`config.mk`:
```
export PLATFORM = sky130hd
export DESIGN_NAME = servo_mode_ctrl
export DESIGN_NICKNAME = d
export VERILOG_FILES = /design/src/rtl/servo_mode_pkg.sv /design/src/rtl/servo_err_judge.sv /design/src/rtl/servo_settle_cnt.sv /design/src/rtl/servo_mode_reg.sv /design/src/rtl/servo_mode_ctrl.sv
export SDC_FILE = /design/constraint.sdc
export NUM_CORES = 1
export LEC_CHECK = 0
export ABC_AREA = 1
export BUFFER_PORTS_ARGS = -buffer_cell sky130_fd_sc_hd__buf_2
export CAP_MARGIN = 30
export CORE_MARGIN = 2
export CORE_UTILIZATION = 25
export CTS_CLUSTER_SIZE = 28
export DETAILED_ROUTE_END_ITERATION = 6
export HOLD_SLACK_MARGIN = 0.12
export PLACE_DENSITY = 0.52
export REMOVE_ABC_BUFFERS = 1
export SLEW_MARGIN = 20
export SYNTH_ARGS = -nofsm -noshare
export SYNTH_HDL_FRONTEND = slang
export SYNTH_HIERARCHICAL = 1
export SYNTH_SLANG_ARGS = --single-unit
```
`constraint.sdc`:
```
create_clock -name clk_i -period 1.3 [get_ports clk_i]
set_input_delay 0 -clock clk_i [delete_from_list [all_inputs] [get_ports clk_i]]
set_output_delay 0 -clock clk_i [all_outputs]
set_load 0.05 [all_outputs]
```
`src/rtl/servo_mode_pkg.sv`:
```
package servo_mode_pkg;
  typedef enum logic {
    MODE_FAST = 1'b0,
    MODE_SLOW = 1'b1
  } servo_mode_e;
endpackage

```
`src/rtl/servo_err_judge.sv`:
```
module servo_err_judge #(
  parameter int ERR_W = 16
) (
  input  logic signed [ERR_W-1:0] err_i,
  input  logic        [ERR_W-1:0] thresh_i,
  output logic                    in_band_o
);
  // one extra bit so the most negative value keeps its exact magnitude
  localparam int MAG_W = ERR_W + 1;
  logic [MAG_W-1:0] ext, mag;

  always_comb begin
    ext = {err_i[ERR_W-1], err_i};
    mag = err_i[ERR_W-1] ? (~ext + MAG_W'(1)) : ext;
    in_band_o = mag < {1'b0, thresh_i};
  end
endmodule

```
`src/rtl/servo_settle_cnt.sv`:
```
module servo_settle_cnt #(
  parameter int SETTLE_N = 16
) (
  input  logic clk_i,
  input  logic rst_ni,
  input  logic clr_i,
  input  logic stb_i,
  input  logic in_band_i,
  output logic done_o
);
  localparam int CNT_W = $clog2(SETTLE_N + 1);
  localparam logic [CNT_W-1:0] LAST = CNT_W'(SETTLE_N - 1);

  logic [CNT_W-1:0] cnt_q;
  logic             hit;

  assign hit    = !clr_i && stb_i && in_band_i;
  assign done_o = hit && (cnt_q == LAST);

  always_ff @(posedge clk_i or negedge rst_ni) begin
    if (!rst_ni)                 cnt_q <= '0;
    else if (clr_i)              cnt_q <= '0;
    else if (stb_i && !in_band_i) cnt_q <= '0;
    else if (done_o)             cnt_q <= '0;
    else if (hit)                cnt_q <= cnt_q + CNT_W'(1);
  end
endmodule

```
`src/rtl/servo_mode_reg.sv`:
```
module servo_mode_reg
  import servo_mode_pkg::*;
(
  input  logic        clk_i,
  input  logic        rst_ni,
  input  logic        rate_chg_i,
  input  logic        settled_i,
  output servo_mode_e mode_o
);
  servo_mode_e mode_q;

  always_ff @(posedge clk_i or negedge rst_ni) begin
    if (!rst_ni)        mode_q <= MODE_FAST;
    else if (rate_chg_i) mode_q <= MODE_FAST;
    else if (settled_i)  mode_q <= MODE_SLOW;
  end

  assign mode_o = mode_q;
endmodule

```
`src/rtl/servo_mode_ctrl.sv`:
```
module servo_mode_ctrl
  import servo_mode_pkg::*;
#(
  parameter int ERR_W     = 16,
  parameter int SETTLE_N  = 16,
  parameter int GAIN_W    = 4,
  parameter int FAST_GAIN = 12,
  parameter int SLOW_GAIN = 4
) (
  input  logic                    clk_i,
  input  logic                    rst_ni,
  input  logic                    rate_chg_i,
  input  logic                    period_stb_i,
  input  logic signed [ERR_W-1:0] err_i,
  input  logic        [ERR_W-1:0] thresh_i,
  output logic                    fast_o,
  output logic       [GAIN_W-1:0] gain_sel_o,
  output logic                    mute_o
);
  localparam logic [GAIN_W-1:0] GAIN_HI = GAIN_W'(FAST_GAIN);
  localparam logic [GAIN_W-1:0] GAIN_LO = GAIN_W'(SLOW_GAIN);

  logic        in_band, settled, cnt_clr;
  servo_mode_e mode;

  servo_err_judge #(.ERR_W(ERR_W)) i_judge (
    .err_i    (err_i),
    .thresh_i (thresh_i),
    .in_band_o(in_band)
  );

  // counting only runs in fast mode; a rate change restarts it
  assign cnt_clr = rate_chg_i || (mode == MODE_SLOW);

  servo_settle_cnt #(.SETTLE_N(SETTLE_N)) i_cnt (
    .clk_i    (clk_i),
    .rst_ni   (rst_ni),
    .clr_i    (cnt_clr),
    .stb_i    (period_stb_i),
    .in_band_i(in_band),
    .done_o   (settled)
  );

  servo_mode_reg i_mode (
    .clk_i     (clk_i),
    .rst_ni    (rst_ni),
    .rate_chg_i(rate_chg_i),
    .settled_i (settled),
    .mode_o    (mode)
  );

  assign fast_o     = (mode == MODE_FAST);
  assign mute_o     = fast_o;
  assign gain_sel_o = fast_o ? GAIN_HI : GAIN_LO;
endmodule

```
==> flow_summary.ini, run 1 <==
[outcome]
status = complete, but fails checks
violations = negative setup slack

[die]
rows = 25
die_x_um = 75.3
ioPinCount = 42
core_area_sq_um = 4820
die_area_sq_um = 5680
start_util_pct = 26.4
die_h_um = 75.3

[synth]
ys_ff_latch = 6
seq_area_frac_synth_pct = 11.8
avgSynthCellArea_sq_um = 6.24
synth.distinct_cells = 27
syn_area_sq_um = 1270
syn_inst = 204
yosys_warnings = 6

[worst_setup_path]
crit_top_cell = nand2_1
cp-start-kind = primary input
reg2reg_to = i_cnt/cnt_q[3]
reg2reg_depth = 6
rr_startpoint = i_cnt/cnt_q[0]
cp_cell_sequence = buf_6 -> inv_4 -> ha_4 -> nand2_4 -> nor2_4 -> nand3_2 -> nand2_4 -> nand2_1 -> nand2_1 -> nand2_1 -> ha_1 -> nand2_1 -> inv_2 -> nand2_2 -> nor2_4 -> a21boi_2 -> nor2_1 -> nand2_1 -> nor2_4 -> inv_2 -> nor3_2 -> nor2_1 -> nor2_1
slowest_stage = ha_1
critical-path-max-stage-delay_ns = 0.28
cp_max_fo = 5
reg2reg_slack_ns = 0.10
crit_start = err_i[1]
endpoint_kind = flop
critPathKind = primary input to flop
worstPathRequired_ns = 1.46
cp.arrival_ns = 2.07

[layout]
final_cell_mix = 53 x nand2_1, 36 x buf_2, 34 x inv_1, 23 x buf_4
seqCellArea_sq_um = 150
area_growth_syn_to_layout_pct = 46.1
final_util_pct = 38.6
fillers = 528
drive_above_1_share_pct = 40.4
final_common_cell = nand2_1
diodes = 0
multi_input_area_sq_um = 1010
nNetsFinal = 320

[routing]
drc = 0
ant_nets = 0
first_pass_iters = 5
routedWlPerCell_um = 8.71
vias = 1323
routed_wl_mm = 2.89
via_per_inst = 3.98
drtIter0Drc = 56

[global_route]
antenna_found_initial = 0
grt_pass1_wl_mm = 4.67
grt_pass1_vias = 1160
grt_usage_pct = 10.4
grt_max_degree = 9
overflow = 0

[placement]
gp_congestion = 0.801
hpwl_mm = 2.45
port_buffers = 38

[clocking]
clockBufferDepth = 2
htree_levels = 1
cts_tree = yes
clockRootBuffer = clkbuf_8
cts_inserted_buffers = 3
clock-sinks = 6
clk_pin_slew_worst_paths_ns = 0.04
clkLatencyLatePin_ns = 0.22

[power_and_ir_drop]
p_int_w = 0.000625
p_clk_share_pct = 28.5
switchingPower_w = 0.000355
seq_power_share_pct = 20.4
ir_worst_vdd_v = 0.000193
powerDensity_nw_per_um2 = 527
power_w = 0.000980
swShare_pct = 36.2
p_leak_nw = 1.04
pwr-share-comb_pct = 51.1

[sta]
setup_viol = 6
hold_viol_final = 0
clock_skew_ns = 0.00158
fin_crit_ns = 1.91
setup_slack_ns = -0.613
rsz0062_at_grt = true
clock.fmax_mhz = 523
finalCritPeriodShare_pct = 147
drv_slew = 0

[job]
drv_cap = 0

[min_path]
hold_path.class = primary input to async pin
synth_stat cells:
| cell | n | area share, % |
|---|---|---|
| xor2_2 | 2 | 2.6 |
| inv_4 | 1 | 0.49 |
| nand3_2 | 3 | 2.4 |
| xnor2_1 | 2 | 1.4 |
| xor2_1 | 5 | 3.4 |
| o21ai_2 | 1 | 0.69 |
| nor3_1 | 2 | 0.79 |
| buf_4 | 7 | 4.1 |
| o21ai_1 | 1 | 0.39 |
| nor2_4 | 3 | 2.7 |
| a21o_1 | 1 | 0.59 |
| dfrtp_1 | 6 | 12 |
| nand2_2 | 4 | 2.0 |
| or2_2 | 1 | 0.49 |
| inv_1 | 37 | 11 |
| inv_2 | 5 | 1.5 |
| nand2_1 | 55 | 16 |
| nand2_4 | 4 | 3.5 |
| a21boi_0 | 1 | 0.59 |
| a21oi_1 | 5 | 2.0 |
| ha_1 | 17 | 17 |
| conb_1 | 2 | 0.59 |
| nand4_1 | 2 | 0.98 |
| nor2_2 | 3 | 1.5 |
| nor2_1 | 16 | 4.7 |
| o21ai_0 | 6 | 2.4 |
| nand3_1 | 12 | 4.7 |
power groups by stage:
stage          sequential (W)  clock, W  combinational (W)
3_5_place_dp         0.000202         0           0.000436
2_1_floorplan        0.000201         0           0.000267
5_1_grt              0.000201  0.000293           0.000568
6_report             0.000200  0.000280           0.000500
4_1_cts              0.000200  0.000287           0.000469
3_3_place_gp         0.000202         0           0.000435
repair_timing:
item,4_1_cts,5_1_grt
setup buffers,1,2
resized for setup,19,11
hold buffers,3,0
pin swaps,9,13
setup endpoints to repair,6,6
endpoints found under the hold margin,8,0
cell type report:
class / instances / share of cell area [%]
multi-input cells: 149 / 54.3
clock buffers: 3 / 2.22
well taps: 67 / 4.51
flip-flops and latches: 6 / 8.08
repair buffers: 64 / 21.8
inverters: 43 / 9.08
state kept, by name (all words and copies together) (netlist names):
register       flops
i_mode/mode_o      1
i_cnt/cnt_q        5
logic make-up after synthesis:
logic type               share of synthesized area (%)
XOR/XNOR                                          7.37
flip-flops                                        11.8
adder cells (fa/ha/maj)                           16.7
AO/OA/AOI/OAI                                     6.59
AND/OR/NAND/NOR                                   39.9
other                                            0.590
buffers and inverters                             17.0
routing by layer:
layer | GRT usage, % | part of all wire (%) | wire length, um
met5 | 0 | 0 | 0
met2 | 19.2 | 48 | 1370
met1 | 13.3 | 48 | 1390
met4 | 1.75 | 0 | 0
met3 | 0.926 | 4.4 | 127
how the worst max path moves through the flow:
stage	to	slack (ns)
2_1_floorplan	i_mode/mode_o	-0.66
3_3_place_gp	i_mode/mode_o	-0.95
3_5_place_dp	i_mode/mode_o	-0.99
4_1_cts	i_mode/mode_o	-0.62
5_1_grt	i_mode/mode_o	-0.81
6_report	i_mode/mode_o	-0.61
critical path: cells and delay by family:
family,cells,cell delay [ns]
AO/OA/AOI/OAI,1,0.14
adder cells (fa/ha/maj),2,0.42
buffers and inverters,4,0.26
AND/OR/NAND/NOR,16,1.24
through the flow:
step	hold WS [ns]	setup slack (ns)	TNS [ns]	instance area [sq um]	cells
6_report	0.140	-0.613	-3.39	1860	332
5_1_grt	0.166	-0.807	-4.40	1860	332
4_1_cts	0.135	-0.619	-3.38	1790	330
3_5_place_dp	-0.166	-0.992	-5.43	1650	323
3_3_place_gp	-0.166	-0.945	-5.26	1650	323
2_1_floorplan	-0.296	-0.659	-3.38	1220	198
(Power assumes the default switching activity.)
==> inputs of run 2 (changes only) <==
Settings changed: BUFFER_PORTS_ARGS -buffer_cell sky130_fd_sc_hd__buf_2 to -buffer_cell sky130_fd_sc_hd__clkbuf_2, CORE_ASPECT_RATIO set to 1.2, PLACE_DENSITY 0.52 to 0.43.
==> run 2 against run 1 <==
The flow still finishes with violations (negative setup slack); largest power group unchanged; utilization is 1.0 points lower; global-route usage is 0.57 points higher; via count is 0.30% lower; non-clock buffer count is 3 lower; fmax is 0.94% lower; die area hardly changed; sequential share of layout area is 0.066 points higher; power is 1.5% higher; highest routed layer is now met4; worst hold slack worse by 0.0041 ns; register-to-register slack hardly changed; clock skew is 0.00096 ns lower.
==> flow_summary.ini, run 2 (synthesis gave the netlist of run 1 again) <==
[clocking]
htree_levels = 1
cts_tree = yes
clkLatencyLatePin_ns = 0.23
cts_inserted_buffers = 3
clockBufferDepth = 2
clk_pin_slew_worst_paths_ns = 0.04
clockRootBuffer = clkbuf_8
clock-sinks = 6

[layout]
final_common_cell = nand2_1
top_register = i_cnt/cnt_q
nNetsFinal = 317
largest_register_ffs = 5
diodes = 0
area_growth_syn_to_layout_pct = 44.9
fillers = 548
final_cell_mix = 48 x nand2_1, 36 x clkbuf_2, 34 x inv_1, 18 x buf_4, 15 x nor2_1
drive_above_1_share_pct = 42.0

[sta]
clock.fmax_mhz = 518
clock_skew_ns = 0.000617
setup-tns-final_ns = -3.59
rsz0062_at_grt = true
fin_crit_ns = 1.93
setup_viol = 6
whs_ns = 0.136
drv_slew = 0
hold_viol_final = 0
setup_slack_ns = -0.631
finalCritPeriodShare_pct = 149

[routing]
drc = 0
vias = 1319
via_per_inst = 4.10
drtIter0Drc = 38
first_pass_iters = 4
ant_nets = 0
routed_wl_mm = 3.06
routedWlPerCell_um = 9.51

[power_and_ir_drop]
p_leak_nw = 1.04
powerDensity_nw_per_um2 = 539
ir_worst_vdd_v = 0.000196

[worst_setup_path]
crit_start = err_i[0]
reg2reg_depth = 6
worstPathRequired_ns = 1.41
timing.critical_path.buf_inv = 4
rr_startpoint = i_cnt/cnt_q[0]
cp-endpoint = i_cnt/cnt_q[4]
critical-path-top-delay-family = simple AND/OR/NAND/NOR gates
reg2reg_slack_ns = 0.10
crit_top_cell = nand2_1
endpoint_kind = flop
slowest_stage = ha_4
critical-path-max-stage-delay_ns = 0.27
cp.arrival_ns = 2.05
cp_max_fo = 5
critPathKind = primary input to flop
cp_cell_sequence = buf_6 -> inv_4 -> ha_4 -> nand2_4 -> nor2_4 -> nand3_2 -> nand2_4 -> nand2_1 -> nand2_1 -> nand2_2 -> ha_4 -> nand2_1 -> inv_2 -> nand2_2 -> nor2_2 -> a21boi_2 -> nor2_1 -> nand2_1 -> nor2_4 -> buf_6 -> a21oi_2 -> nor2_1
cp-start-kind = primary input
cp.depth = 22
reg2reg_to = i_cnt/cnt_q[3]

[die]
ioPinCount = 42
die_area_sq_um = 5680
die_h_um = 82.2
start_util_pct = 25.9
rows = 28
core_area_sq_um = 4900
die_x_um = 69.1

[min_path]
hold_path.class = primary input to async pin

[placement]
port_buffers = 38
hpwl_mm = 2.60
gp_congestion = 0.794

[global_route]
antenna_found_initial = 0
grt_usage_pct = 11.0
grt_pass1_wl_mm = 5.12
grt_max_degree = 14
grt_pass1_vias = 1252
overflow = 0

[outcome]
status = complete, but fails checks
violations = negative setup slack

[job]
drv_cap = 0
-- run 2: metrics by stage --
step | util (%) | cells | worst slack (ns) | area (sq um) | power [W]
floorplan | - | 198 | -0.659 | 1220 | 0.000468
detailed placement | 33.0 | 313 | -1.00 | 1620 | 0.000638
finish | 37.6 | 322 | -0.631 | 1840 | 0.000995
global route | 37.6 | 322 | -0.866 | 1840 | 0.00108
global placement | 33.0 | 313 | -0.991 | 1620 | 0.000642
CTS | 35.9 | 321 | -0.672 | 1760 | 0.000971
-- run 2: timing repair --
action / 4_1_cts / 5_1_grt
pin swaps: 13 / 13
endpoints found under the setup margin: 6 / 6
buffers inserted: 2 / 1
hold buffers: 3 / 0
resized for setup: 17 / 20
endpoints found under the hold margin: 11 / 0
-- run 2: final cells by class --
cell class,instances,area (sq um),area share (%)
multi-input cells,149,1020,55.2
repair buffers,61,390,21.2
inverters,43,169,9.16
flip-flops and latches,6,150,8.14
well taps,60,75.1,4.07
clock buffers,3,41.3,2.24
-- run 2: where the power goes --
group | switching [W] | internal (W) | leakage (nW) | total [W]
registers | 0.00000685 | 0.000193 | 0.0827 | 0.000200
logic | 0.000273 | 0.000233 | 0.939 | 0.000506
clock network | 0.0000886 | 0.000200 | 0.0216 | 0.000288
-- run 2: worst min-delay path by stage --
stage	startpoint	end	slack [ns]
2_1_floorplan	rst_ni	i_cnt/cnt_q[0]	-0.30
3_3_place_gp	rst_ni	i_cnt/cnt_q[0]	-0.16
3_5_place_dp	rst_ni	i_cnt/cnt_q[0]	-0.16
4_1_cts	rst_ni	i_cnt/cnt_q[0]	0.14
5_1_grt	rst_ni	i_mode/mode_o	0.15
6_report	rst_ni	i_cnt/cnt_q[1]	0.14
-- run 2: metal layers --
layer	track usage (%)	vias to the layer above	part of all wire [%]	routed length, um
li1	-	726	-	-
met1	13.3	558	46	1410
met2	20.8	31	48	1480
met3	0.850	4	4.1	126
met4	3.53	0	1.3	39
met5	0	-	0	0
